$ cat src/rtl/dma2_pkg.sv
package dma2_pkg;
  localparam int unsigned DATA_W = 32;

  typedef enum logic [2:0] {
    ST_IDLE,
    ST_REQ,
    ST_GAP,
    ST_RD,
    ST_WR
  } chanState_t;

  typedef struct packed {
    logic selDst;
    logic clrOff;
    logic rdStep;
    logic wrStep;
    logic finish;
  } chanStrobe_t;

  function automatic logic [2:0] codeBytes(input logic [1:0] code);
    case (code)
      2'd0:    codeBytes = 3'd1;
      2'd1:    codeBytes = 3'd2;
      default: codeBytes = 3'd4;
    endcase
  endfunction
endpackage

$ cat src/rtl/dma2_ctrl.sv
module dma2_ctrl
  import dma2_pkg::*;
(
  input  logic        clk,
  input  logic        rstN,
  input  logic        startOk,
  input  logic        pieceLast,
  input  logic        lastXfer,
  input  logic        idleEn,
  input  logic        endEn,
  input  logic        busGrant,
  output chanStrobe_t strobe,
  output logic        busReq,
  output logic        busRd,
  output logic        busWr,
  output logic        xferEnd
);
  chanState_t state, stateNx;

  always_ff @(posedge clk or negedge rstN) begin
    if (!rstN) state <= ST_IDLE;
    else       state <= stateNx;
  end

  always_comb begin
    stateNx = state;
    case (state)
      ST_IDLE: if (startOk) stateNx = ST_REQ;
      ST_REQ:  if (busGrant) stateNx = idleEn ? ST_GAP : ST_RD;
      ST_GAP:  stateNx = ST_RD;
      ST_RD:   if (pieceLast) stateNx = ST_WR;
      ST_WR:   if (pieceLast) stateNx = ST_IDLE;
      default: stateNx = ST_IDLE;
    endcase
  end

  always_comb begin
    strobe.selDst = (state == ST_WR);
    strobe.clrOff = (state == ST_REQ);
    strobe.rdStep = (state == ST_RD);
    strobe.wrStep = (state == ST_WR);
    strobe.finish = (state == ST_WR) && pieceLast;
  end

  assign busReq  = (state != ST_IDLE);
  assign busRd   = (state == ST_RD);
  assign busWr   = (state == ST_WR);
  assign xferEnd = endEn && lastXfer &&
                   (state == ST_GAP || state == ST_RD || state == ST_WR);

  // reads begin only after a sampled grant
  p_rd_after_grant_r3: assert property (@(posedge clk) disable iff (!rstN)
    (state == ST_RD && $past(state) == ST_REQ) |-> $past(busGrant));

  // idle clock is followed by the read
  p_gap_then_read_r3: assert property (@(posedge clk) disable iff (!rstN)
    (state == ST_GAP) |=> busRd);

  // write phase follows the read phase directly
  p_wr_follows_rd_r1: assert property (@(posedge clk) disable iff (!rstN)
    $fell(busRd) |-> busWr);

  // request held through the locked pair
  p_pair_locked_r2: assert property (@(posedge clk) disable iff (!rstN)
    busRd |=> busReq);
endmodule

$ cat src/rtl/dma2_datapath.sv
module dma2_datapath
  import dma2_pkg::*;
#(
  parameter int unsigned ADDR_W = 32,
  parameter int unsigned CNT_W  = 16
) (
  input  logic              clk,
  input  logic              rstN,
  input  logic              regWe,
  input  logic [1:0]        regAddr,
  input  logic [31:0]       regWdata,
  output logic [31:0]       regRdata,
  input  chanStrobe_t       strobe,
  input  logic [DATA_W-1:0] busRdata,
  output logic [ADDR_W-1:0] busAddr,
  output logic [1:0]        busLen,
  output logic [DATA_W-1:0] busWdata,
  output logic              startOk,
  output logic              pieceLast,
  output logic              lastXfer,
  output logic              idleEn,
  output logic              endEn,
  output logic              done
);
  localparam int unsigned LANES = DATA_W / 8;

  logic [ADDR_W-1:0] srcR, dstR, baseAddr, accStep;
  logic [CNT_W-1:0]  cntR;
  logic              enR, endEnR, idleR, doneR;
  logic [1:0]        srcModeR, dstModeR, sizeR, widthR;
  logic [DATA_W-1:0] holdR;
  logic [2:0]        byteOff, accBytes, busBytes, remain, pieceBytes;

  assign accBytes = codeBytes(sizeR);
  assign busBytes = codeBytes(widthR);
  assign accStep  = ADDR_W'(accBytes);
  assign baseAddr = strobe.selDst ? dstR : srcR;
  assign busAddr  = baseAddr + ADDR_W'(byteOff);
  assign remain   = accBytes - byteOff;

  always_comb begin
    if (busBytes >= 3'd4 && remain >= 3'd4 && busAddr[1:0] == 2'b00)
      pieceBytes = 3'd4;
    else if (busBytes >= 3'd2 && remain >= 3'd2 && busAddr[0] == 1'b0)
      pieceBytes = 3'd2;
    else
      pieceBytes = 3'd1;
  end

  assign pieceLast = (byteOff + pieceBytes) == accBytes;
  assign busLen    = (pieceBytes == 3'd4) ? 2'd2 : (pieceBytes == 3'd2) ? 2'd1 : 2'd0;
  assign busWdata  = holdR >> {byteOff, 3'b000};
  assign startOk   = enR && (cntR != '0);
  assign lastXfer  = (cntR == CNT_W'(1));
  assign idleEn    = idleR;
  assign endEn     = endEnR;
  assign done      = doneR;

  function automatic logic [ADDR_W-1:0] stepAddr(input logic [ADDR_W-1:0] a,
                                                 input logic [1:0] mode,
                                                 input logic [ADDR_W-1:0] inc);
    case (mode)
      2'd1:    stepAddr = a + inc;
      2'd2:    stepAddr = a - inc;
      default: stepAddr = a;
    endcase
  endfunction

  // offset walker and holding register
  always_ff @(posedge clk or negedge rstN) begin
    if (!rstN) begin
      byteOff <= '0;
      holdR   <= '0;
    end else begin
      if (strobe.clrOff) byteOff <= '0;
      else if (strobe.rdStep || strobe.wrStep)
        byteOff <= pieceLast ? 3'd0 : byteOff + pieceBytes;
      if (strobe.rdStep) begin
        for (int i = 0; i < LANES; i++) begin
          if (i < int'(pieceBytes) && (int'(byteOff) + i) < LANES)
            holdR[8*(int'(byteOff)+i) +: 8] <= busRdata[8*i +: 8];
        end
      end
    end
  end

  // programming registers
  always_ff @(posedge clk or negedge rstN) begin
    if (!rstN) begin
      srcR <= '0; dstR <= '0; cntR <= '0;
      enR <= 1'b0; endEnR <= 1'b0; idleR <= 1'b0; doneR <= 1'b0;
      srcModeR <= '0; dstModeR <= '0; sizeR <= '0; widthR <= '0;
    end else if (regWe && !enR) begin
      case (regAddr)
        2'd0: srcR <= ADDR_W'(regWdata);
        2'd1: dstR <= ADDR_W'(regWdata);
        2'd2: cntR <= CNT_W'(regWdata);
        default: begin
          enR      <= regWdata[0];
          endEnR   <= regWdata[1];
          srcModeR <= regWdata[3:2];
          dstModeR <= regWdata[5:4];
          sizeR    <= regWdata[7:6];
          widthR   <= regWdata[9:8];
          idleR    <= regWdata[10];
          if (regWdata[0]) doneR <= 1'b0;
        end
      endcase
    end else if (strobe.finish) begin
      srcR <= stepAddr(srcR, srcModeR, accStep);
      dstR <= stepAddr(dstR, dstModeR, accStep);
      cntR <= cntR - CNT_W'(1);
      if (lastXfer) begin
        enR   <= 1'b0;
        doneR <= 1'b1;
      end
    end else if (enR && cntR == '0) begin
      enR <= 1'b0;
    end
  end

  always_comb begin
    case (regAddr)
      2'd0:    regRdata = 32'(srcR);
      2'd1:    regRdata = 32'(dstR);
      2'd2:    regRdata = 32'(cntR);
      default: regRdata = {20'd0, doneR, idleR, widthR, sizeR,
                           dstModeR, srcModeR, endEnR, enR};
    endcase
  end

  // one decrement per completed pair
  p_count_dec_r8: assert property (@(posedge clk) disable iff (!rstN)
    strobe.finish |=> cntR == $past(cntR) - CNT_W'(1));

  // final pair clears enable and raises done
  p_final_clears_r8: assert property (@(posedge clk) disable iff (!rstN)
    (strobe.finish && cntR == CNT_W'(1)) |=> (!enR && doneR));

  // pieces stay inside the access
  p_off_inside_r4: assert property (@(posedge clk) disable iff (!rstN)
    (strobe.rdStep || strobe.wrStep) |-> (byteOff < accBytes));
endmodule

$ cat src/rtl/dma2_chan.sv
module dma2_chan
  import dma2_pkg::*;
#(
  parameter int unsigned ADDR_W = 32,
  parameter int unsigned CNT_W  = 16
) (
  input  logic              clk,
  input  logic              rstN,
  input  logic              regWe,
  input  logic [1:0]        regAddr,
  input  logic [31:0]       regWdata,
  output logic [31:0]       regRdata,
  output logic              busReq,
  input  logic              busGrant,
  output logic [ADDR_W-1:0] busAddr,
  output logic              busRd,
  output logic              busWr,
  output logic [1:0]        busLen,
  output logic [31:0]       busWdata,
  input  logic [31:0]       busRdata,
  output logic              xferEnd,
  output logic              dmaAck,
  output logic              done
);
  chanStrobe_t strobe;
  logic startOk, pieceLast, lastXfer, idleEn, endEn;

  dma2_ctrl u_ctrl (
    .clk(clk), .rstN(rstN), .startOk(startOk), .pieceLast(pieceLast),
    .lastXfer(lastXfer), .idleEn(idleEn), .endEn(endEn), .busGrant(busGrant),
    .strobe(strobe), .busReq(busReq), .busRd(busRd), .busWr(busWr),
    .xferEnd(xferEnd)
  );

  dma2_datapath #(.ADDR_W(ADDR_W), .CNT_W(CNT_W)) u_dp (
    .clk(clk), .rstN(rstN), .regWe(regWe), .regAddr(regAddr),
    .regWdata(regWdata), .regRdata(regRdata), .strobe(strobe),
    .busRdata(busRdata), .busAddr(busAddr), .busLen(busLen),
    .busWdata(busWdata), .startOk(startOk), .pieceLast(pieceLast),
    .lastXfer(lastXfer), .idleEn(idleEn), .endEn(endEn), .done(done)
  );

  assign dmaAck = 1'b0;
endmodule

$ cat config.mk
export PLATFORM = sky130hd
export DESIGN_NAME = dma2_chan
export DESIGN_NICKNAME = d
export VERILOG_FILES = /design/src/rtl/dma2_pkg.sv /design/src/rtl/dma2_ctrl.sv /design/src/rtl/dma2_datapath.sv /design/src/rtl/dma2_chan.sv
export SDC_FILE = /design/constraint.sdc
export NUM_CORES = 1
export LEC_CHECK = 0
export BUFFER_PORTS_ARGS = -buffer_cell sky130_fd_sc_hd__buf_4
export CAP_MARGIN = 20
export CORE_AREA = 2 2 237 169
export CTS_CLUSTER_SIZE = 25
export DETAILED_ROUTE_END_ITERATION = 10
export DIE_AREA = 0 0 239 171
export PLACE_DENSITY = 0.54
export SLEW_MARGIN = 20
export SYNTH_ARGS = -nofsm -noshare
export SYNTH_HDL_FRONTEND = slang
export SYNTH_HIERARCHICAL = 1
export SYNTH_SLANG_ARGS = --single-unit
export TNS_END_PERCENT = 30
$ cat constraint.sdc
create_clock -name clk -period 7.51 [get_ports clk]
set_input_delay 0.3755 -clock clk [delete_from_list [all_inputs] [get_ports clk]]
set_output_delay 0.3755 -clock clk [all_outputs]
set_load 0.01 [all_outputs]
Yosys cells after proc, flatten, opt, wreduce, memory -nomap -nowiden
Cells that the tools add are included.

Add/subtract/negate cells: 18. Magnitude comparators: 12. Equal/unequal tests: 26. Shift operators: 9. Mux-type cells: 49. Bitwise operators: 2. Reduce and logical (&&, ||, !) cells: 40.

Operators by type and width (number): $mux 32 (14); $shift 8x33->32 const A (4); $shiftx 8x33->32 (4); $bwmux 32 (4); $pmux 32 s2 (2); $neg 32->33 (3); $add 32x3->32 (3); $lt 32x3->1 const B (3); $pmux 32 s3 (1); $sub 32x3->32 (2); $mux 16 (3); $neg 6->33 (1); $shr 32x6->32 (1); $mux 3 (8); $add 3x2->4 const B (4); $eq 16x1->1 const B (1); $logic_not 16->1 (1); $reduce_bool 16->1 (1); $sub 16x1->16 const B (1); $pmux 3 s5 (1); $logic_and 1x1->1 (14); $ne 2x2->1 const B (7); $mux 1 (12); $pmux 3 s2 (2); 28 further kinds (59).

Bits in registers: 130. Bits of input ports: 70. Output and inout bits: 104. Logic and storage cells: 170.

Depth between registers and ports, before layout
Gate-level depths: netlist of run 1.

Word-level depth: 20. Mapped depth: 33. Depth with buffers taken out: 23.

By module
The synthesis of run 1 kept the hierarchy.

By module, submodules not included: dma2_datapath (times used 1, cells an instance 1677, area each 13080.0 µm², sequential area each 3178.0 µm²); dma2_ctrl (times used 1, cells an instance 25, area each 224.0 µm², sequential area each 75.1 µm²); dma2_chan (times used 1, cells an instance 2, area each 11.3 µm², sequential area each 0.0 µm²).

Worst setup path before layout of run 1
OpenSTA, ideal clock, no wires.

Path type: register to register. From: register u_ctrl.state[0]. To: register u_dp.srcR[23]. Library setup time: 0.101 ns. Data arrival time: 6.573 ns. Data required time: 7.409 ns. Setup slack: 0.836 ns. Stages on the path, launching flop included: 32. Buffers on the path: 11. Clock period less this slack: 6.674 ns. Cells stage by stage: dfrtp_1 > buf_6 > or3b_4 > inv_2 > buf_4 > buf_4 > buf_6 > buf_2 > buf_1 > buf_2 > clkbuf_1 > nand2_1 > o21ai_0 > ha_1 > inv_1 > fa_1 > nand2_1 > nor3_2 > nor2_1 > fa_1 > xnor2_1 > xor2_1 > nor2_1 > and2_1 > and2_1 > clkbuf_1 > o21a_1 > a21o_1 > clkbuf_1 > buf_2 > nor2_1 > nor4_1.

RTL lines: start, declared (line dma2_ctrl.sv:18) `chanState_t state, stateNx;`; start signal, assigned (line dma2_ctrl.sv:22) `else state <= stateNx;`; end signal, assigned (line dma2_datapath.sv:95) `2'd0: srcR <= ADDR_W'(regWdata);`; end signal, assigned (line dma2_datapath.sv:110) `srcR <= stepAddr(srcR, srcModeR, accStep);`; end, declared (line dma2_datapath.sv:27) `logic [ADDR_W-1:0] srcR, dstR, baseAddr, accStep;`.

==> run_results.csv, run 1 <==
group,metric,value,unit
setup_path,path_cells,"or3b_4, inv_2, nand2_1, o21ai_0, ha_1, inv_1, fa_1, nand2_1, nor3_2, nor2_1, fa_1, xnor2_1, xor2_1, nor2_1, and2_1, and2_1, o21ai_1, nand2_2, o21ai_0, a22oi_1, nand3_1",
layout,areaGrowthSynthToFinish,16.87,%
timing,rsz0062_at_grt,"no",
global_routing,grt_pass1_wl,79130,um
global_routing,grt-ovfl-total,0,
synth,synthArstFlopShare,1.000,
power,p_seq_frac,0.207,
synth,synth_cells,1704,
timing,worst_slew_pin_slew,1.067,ns
setup_path,crit_type,"reg2reg",
power,p_leak,0.006668,uW
floorplan,die_w,239,um
layout,drive_gt1_frac,0.1610,
clock_tree,clock_sink_count,130,
status,status,"finished clean",
clock_tree,postCtsSetupBuffers,0,
timing,fin_crit,6.234,ns
power,swShare,0.5202,
synth,synth-simple-area-share,0.2126,
drt,wl_per_cell,22.94,um
power,powerDensity,489.1,nW/um^2
power,pwr-share-comb,0.687,
setup_path,cp.buffers_inverters,2,
floorplan,core_area,38920,um^2
setup_path,rrSetupSlack,1.28,ns
timing,finalClockSkew,0.01025,ns
clock_tree,numCtsBuffers,17,
setup_path,crit_slowest_cell,"nand2_2",
drt,drt_wl_total,53600,um
clock_tree,cts.repair.resized,0,
layout,design_area,15560,um^2
synth,ys.flop_type,"dfrtp_1",
synth,synth-compound-area-share,0.2512,
worst_hold_path,hold_start,"regWdata[0]",
synth,synthesis.nets,1862,
floorplan,ios,174,
setup_path,crit_family,"simple AND/OR/NAND/NOR gates",
synth,ys_seq_elements,130,
placed_design,io_buffers,172,
synth,netlist_area,13320,um^2
global_routing,antenna_found_initial,4,
worst_hold_path,worst_hold_path_type,"in2reg",
drt,vias_per_cell,5.946,
timing,fmax,0.1604,GHz
power,power_switching,3959,uW
floorplan,fp.dieH,171,um
synth,synth_xor_area_frac,0.05647,
synth,ys_seq_area_frac,0.2443,
clock_tree,clockBufferDepth,2,
setup_path,cp-end-kind,"flop",
worst_hold_path,min_to,"u_dp/done",
drt,drt_iter0_markers,1588,
placed_design,gp_congestion,0.9843,
synth,synth_edf_count,0,
setup_path,worstPathArrival,6.54,ns
clock_tree,cts_tree,"built",
synth,yosys_warnings,6,
timing,tns,0,ns
timing,finalSetupViolations,0,
drt,drc,0,
power,clockPowerShare,0.106,
clock_tree,clk_pin_slew_worst_paths,0.07,ns
global_routing,track_usage,0.2577,
floorplan,num_rows,61,
worst_hold_path,hold_path_depth,2,
synth,muxShareOfSynthArea,0.1052,
power,ir_worst_vdd,0.2117,mV
run,cap_viol_max_count,0,
synth,synth_top_family_by_area,"compound AO/OA/AOI/OAI gates",
power,internal_power,3652,uW
setup_path,ff2ff_path_depth,21,
setup_path,startpoint_type,"flop",
drt,drtAntennaViolNets,0,
timing,hold_viol,0,
drt,via_count,13900,
timing,slew_headroom,0.2861,
clock_tree,htree_levels,4,
placed_design,dpl.hpwl,41110,um
setup_path,timing.rr.end,"u_dp/dstR[31]",
synth,avgSynthCellArea,7.814,um^2
floorplan,design.die.area,40870,um^2
timing,post-route-period-util,0.8301,
timing,slew_viol_final,0,
synth,synthAdderAreaFrac,0.08551,
placed_design,postPlaceCellArea,14980,um^2
clock_tree,root_buffer,"clkbuf_16",
setup_path,regToRegStartpoint,"u_ctrl/state[1]",
global_routing,grt_pass1_vias,12340,
global_routing,grt_max_degree,70,
clock_tree,clk_latency,0.44,ns
layout,final_nets,1978,
synth,synthDistinctLibCells,86,
drt,drtPass1Iterations,6,
setup_path,critPathRequiredTime,7.82,ns
setup_path,crit_path_max_incr_delay,0.61,ns
setup_path,path_max_fanout,36,
floorplan,initial_utilization,0.3421,
## layout make-up
type	instances	area, um^2
antenna	1	2.502
clock buffer	17	425.4
clock inverter	14	131.4
fill	4039	23360
inverter	44	165.2
multi-input combinational	1437	9519
sequential	130	3254
tap	504	630.6
timing repair buffer	190	1433
## placed cells by master, fill, tap and decap left out, types with 10 or more instances in the layout
cell	Yosys	layout
a21oi_1	176	174
o22ai_1	14	14
nand4_1	12	12
nand3_1	37	37
dfrtp_1	130	129
clkbuf_16	0	17
nor3_1	28	27
o21a_1	15	15
xor2_1	44	44
mux4_2	19	19
nor2b_1	31	30
nor2_1	214	210
o31ai_1	10	10
a21o_1	27	27
buf_4	7	188
mux2i_1	80	80
inv_1	39	39
xnor2_1	40	40
a21boi_0	10	10
nand2b_1	16	15
and2_1	27	27
nand2_1	188	187
a31oi_1	72	72
o21ai_0	106	106
o221ai_1	11	11
or2_2	11	11
a211oi_1	21	21
ha_1	83	83
mux2_2	14	14
## synthesized netlist by cell type, types with 9 or more instances
cell	count	area (um^2)
and2_1	27	168.9
nor2b_1	31	193.9
a31oi_1	72	450.4
nand2_1	188	705.7
o21a_1	15	112.6
or2_2	11	68.82
xnor2_1	40	350.3
ha_1	83	1039
nor3_1	28	140.1
nor2_1	214	803.3
mux4_2	19	427.9
nand2b_1	16	100.1
nand4_1	12	75.07
mux2i_1	80	800.8
a211oi_1	21	157.7
a21o_1	27	202.7
o21ai_0	106	530.5
dfrtp_1	130	3253
o31ai_1	10	75.07
inv_1	39	146.4
nand3_1	37	185.2
o211ai_1	9	67.56
a21boi_0	10	75.07
o22ai_1	14	87.58
or3_1	9	56.30
buf_2	16	80.08
a21oi_1	176	880.8
xor2_1	44	385.4
o221ai_1	11	96.34
clkbuf_1	59	221.5
mux2_2	14	157.7
## what timing repair did
item | 4_1_cts | 5_1_grt
hold buffers | 1 | 0
endpoints found under the hold margin | 29 | 0
setup endpoints to repair | 0 | 0
## power by group through the flow
stage / registers [uW] / clock network, uW / logic (uW)
final: 1580 / 806 / 5230
after global routing: 1600 / 860 / 5770
after CTS: 1530 / 822 / 5170
after detailed placement: 1540 / 0 / 5140
after global placement: 1540 / 0 / 5100
after floorplan: 1270 / 0 / 3690
## per-layer routing
layer	global-route usage	vias to the layer above	part of all wire	wire (um)
met2	0.3354	591	0.39	20740
met1	0.4157	6805	0.50	26740
met3	0.04873	57	0.093	4963
met4	0.07120	0	0.022	1160
met5	0	-	0	0
li1	-	6442	-	-
## kinds of logic after synthesis
kind of cell / count (synthesis)
AND/OR/NAND/NOR: 611
AO/OA/AOI/OAI: 538
buffers and inverters: 137
flip-flops: 130
multiplexers: 114
adder cells (fa/ha/maj): 88
XOR/XNOR: 85
other: 1
## sequential cells by signal, summed over array words and instances, names as in the netlist, 2 cells and up
signal / flops
u_dp/dstR: 32
u_dp/holdR: 32
u_dp/srcR: 32
u_dp/cntR: 16
u_ctrl/state: 3
u_dp/byteOff: 3
u_dp/dstModeR: 2
u_dp/sizeR: 2
u_dp/srcModeR: 2
u_dp/widthR: 2
## through the flow
| stage | power, uW | std cells | util | worst slack (ns) | hold slack [ns] |
|---|---|---|---|---|---|
| after floorplan | 4959 | 1704 | - | 0.8360 | 0.07991 |
| after global placement | 6644 | 2304 | 0.3847 | 1.204 | 0.4351 |
| after detailed placement | 6688 | 2304 | 0.3848 | 1.005 | 0.4410 |
| after CTS | 7524 | 2336 | 0.3993 | 0.9639 | 0.1332 |
| after global routing | 8232 | 2337 | 0.3998 | 0.7100 | 0.1345 |
| final | 7611 | 2337 | 0.3998 | 1.276 | 0.1454 |
## worst max path at each step
stage | from | endpoint | slack, ns | cells past startpoint
2_1_floorplan | u_ctrl/state[0] | u_dp/srcR[23] | 0.84 | 31
3_3_place_gp | u_ctrl/state[1] | u_dp/dstR[31] | 1.20 | 22
3_5_place_dp | u_ctrl/state[1] | u_dp/dstR[15] | 1.00 | 20
4_1_cts | u_ctrl/state[1] | u_dp/dstR[15] | 0.96 | 20
5_1_grt | u_ctrl/state[1] | u_dp/dstR[31] | 0.71 | 22
6_report | u_ctrl/state[1] | u_dp/dstR[31] | 1.28 | 21
No activity file was read; power rests on OpenSTA's default activity.
==> run 2: changes to the inputs <==
--- a/config.mk
+++ b/config.mk
@@ -11,7 +11,7 @@
 export CTS_CLUSTER_SIZE = 25
 export DETAILED_ROUTE_END_ITERATION = 10
 export DIE_AREA = 0 0 239 171
-export PLACE_DENSITY = 0.54
+export PLACE_DENSITY = 0.56
 export SLEW_MARGIN = 20
 export SYNTH_ARGS = -nofsm -noshare
 export SYNTH_HDL_FRONTEND = slang
==> constraint.sdc (replaced) <==
create_clock -name clk -period 5.3 [get_ports clk]
set_input_delay 0.265 -clock clk [delete_from_list [all_inputs] [get_ports clk]]
set_output_delay 0.265 -clock clk [all_outputs]
set_load 0.01 [all_outputs]
==> run_results.csv, run 2 (synthesis gave the netlist of run 1 again) <==
group,metric,value,unit
layout,drive_gt1_frac,0.1745,
setup_path,regToRegStartpoint,"u_ctrl/state[0]",
status,status,"finished clean",
layout,final_util,0.4059,
clock_tree,clock_sink_count,130,
layout,reg.largest.list,"u_dp/dstR: 32 flops, u_dp/holdR: 32 flops, u_dp/srcR: 32 flops",
power,p_seq_frac,0.198,
floorplan,die_w,239,um
power,internal_power,5302,uW
worst_hold_path,hold_path_depth,2,
timing,slew_viol_final,0,
floorplan,design.die.area,40870,um^2
worst_hold_path,min_to,"u_dp/done",
drt,via_count,13760,
placed_design,post-place-ws,0.3647,ns
global_routing,antenna_found_initial,0,
run,cap_viol_max_count,0,
power,p_leak,0.006797,uW
timing,timing.hold.ws,0.04535,ns
global_routing,grt_pass1_wl,75980,um
setup_path,timing.rr.end,"u_dp/dstR[11]",
drt,drt_iter0_markers,1692,
clock_tree,clockBufferDepth,2,
floorplan,ios,174,
global_routing,grt_max_degree,85,
timing,post-route-period-util,0.9424,
worst_hold_path,hold_start,"regWdata[0]",
global_routing,grt-ovfl-total,0,
setup_path,path_max_fanout,9,
floorplan,fp.dieH,171,um
power,power_switching,5548,uW
placed_design,gp_congestion,0.9147,
placed_design,dp_cells,2320,
floorplan,initial_utilization,0.3421,
setup_path,startpoint_type,"flop",
drt,drtAntennaViolNets,0,
power,ir_worst_vdd,0.2470,mV
setup_path,crit_type,"reg2out",
layout,areaGrowthSynthToFinish,18.64,%
clock_tree,numCtsBuffers,17,
drt,vias_per_cell,5.841,
layout,fillCellCount,3971,
drt,wl_per_cell,21.27,um
global_routing,grt_pass1_vias,12560,
clock_tree,cts_tree,"built",
clock_tree,root_buffer,"clkbuf_16",
worst_hold_path,worst_hold_path_type,"in2reg",
power,clockPowerShare,0.113,
global_routing,track_usage,0.2421,
timing,finalSetupViolations,0,
timing,finalWorstSetupSlack,0.3051,ns
clock_tree,clk_latency,0.44,ns
timing,finalClockSkew,0.01385,ns
drt,drc,0,
timing,fmax,0.2002,GHz
setup_path,critPathRequiredTime,5.04,ns
setup_path,cp-end-kind,"primary output",
layout,final_cells,2356,
placed_design,io_buffers,172,
layout,final_nets,1996,
timing,slew_headroom,0.3007,
setup_path,worstPathArrival,4.73,ns
timing,rsz0062_at_grt,"no",
floorplan,num_rows,61,
timing,hold_viol,0,
timing,worst_slew_pin_slew,1.039,ns
layout,final_common_cell,"nor2_1",
placed_design,dpl.hpwl,37830,um
layout,final_cell_mix,"211 x nor2_1, 205 x buf_4, 186 x nand2_1, 174 x a21oi_1, 129 x dfrtp_1",
clock_tree,htree_levels,4,
floorplan,core_area,38920,um^2
power,total_power,10850,uW
setup_path,rrSetupSlack,0.31,ns
power,powerDensity,686.8,nW/um^2
timing,fin_crit,4.995,ns
drt,drt_wl_total,50110,um
power,swShare,0.5114,
clock_tree,clk_pin_slew_worst_paths,0.07,ns
setup_path,ff2ff_path_depth,22,
power,pwr-share-comb,0.689,
drt,drtPass1Iterations,8,
-- run 2: cell types whose count changed in the layout (fill, tap and decap cells not counted), sizes merged --
cell | previous run | this run
buf | 189 | 207
clkinvlp | 3 | 0
clkbuf | 17 | 19
bufinv | 1 | 2
clkinv | 9 | 10
-- run 2: power by group through the flow --
stage          combinational [uW]  clock, uW  sequential [uW]
5_1_grt                      8230       1300             2200
6_report                     7480       1230             2150
3_5_place_dp                 7340          0             2120
2_1_floorplan                5280          0             1800
3_3_place_gp                 7290          0             2130
4_1_cts                      7380       1250             2120
-- run 2: worst max-delay path by stage --
stage | start | end | slack, ns | depth (start not counted)
global route | u_ctrl/state[0] | u_dp/dstR[11] | 0.02 | 22
global placement | u_ctrl/state[0] | u_dp/dstR[11] | 0.49 | 22
detailed placement | u_ctrl/state[0] | u_dp/dstR[11] | 0.36 | 22
finish | u_ctrl/state[0] | busAddr[28] | 0.31 | 17
CTS | u_ctrl/state[0] | busAddr[28] | 0.25 | 17
floorplan | u_ctrl/state[0] | u_dp/srcR[26] | -0.23 | 31
-- run 2: layout make-up --
type                            count  area [um^2]  share of cell area
Multi-Input combinational cell   1437         9568              0.6057
Sequential cell                   130         3254              0.2060
Timing Repair Buffer              208         1580              0.1000
Tap cell                          504        630.6             0.03992
Clock buffer                       19        442.9             0.02804
Inverter                           44        167.7             0.01061
Clock inverter                     13        151.4            0.009583
Antenna cell                        1        2.502           0.0001584
-- run 2: metal layers --
layer,routed length [um],vias to the layer above,track usage
met1,23610,6560,0.3560
met5,0,-,0
met4,711,0,0.05462
met2,20730,647,0.3425
met3,5065,54,0.07373
li1,-,6500,-
-- run 2: metrics by stage --
step	area, um^2	TNS (ns)
2_1_floorplan	13480	-11.10
3_3_place_gp	15170	0
3_5_place_dp	15170	0
4_1_cts	15780	0
5_1_grt	15800	0
6_report	15800	0
-- run 2: worst max-delay path, stage by stage, from the launching register on --
cell and delay [ns]:
dfrtp_1 0.46, or3b_4 0.46, inv_4 0.10, nand2_1 0.05
o21ai_1 0.09, ha_2 0.20, inv_2 0.04, fa_1 0.44
nor2b_2 0.23, o221ai_2 0.21, or4_4 0.64, nor3b_4 0.37
and2b_1 0.26, and2b_1 0.20, nand2_1 0.08, xor2_1 0.15
mux2i_1 0.15, buf_4 0.15
-- run 2: what timing repair did --
action | 4_1_cts | 5_1_grt
hold buffers | 1 | 0
endpoints found under the setup margin | 0 | 5
gates resized for setup | 0 | 2
hold endpoints to repair | 83 | 0
buffers inserted | 0 | 2
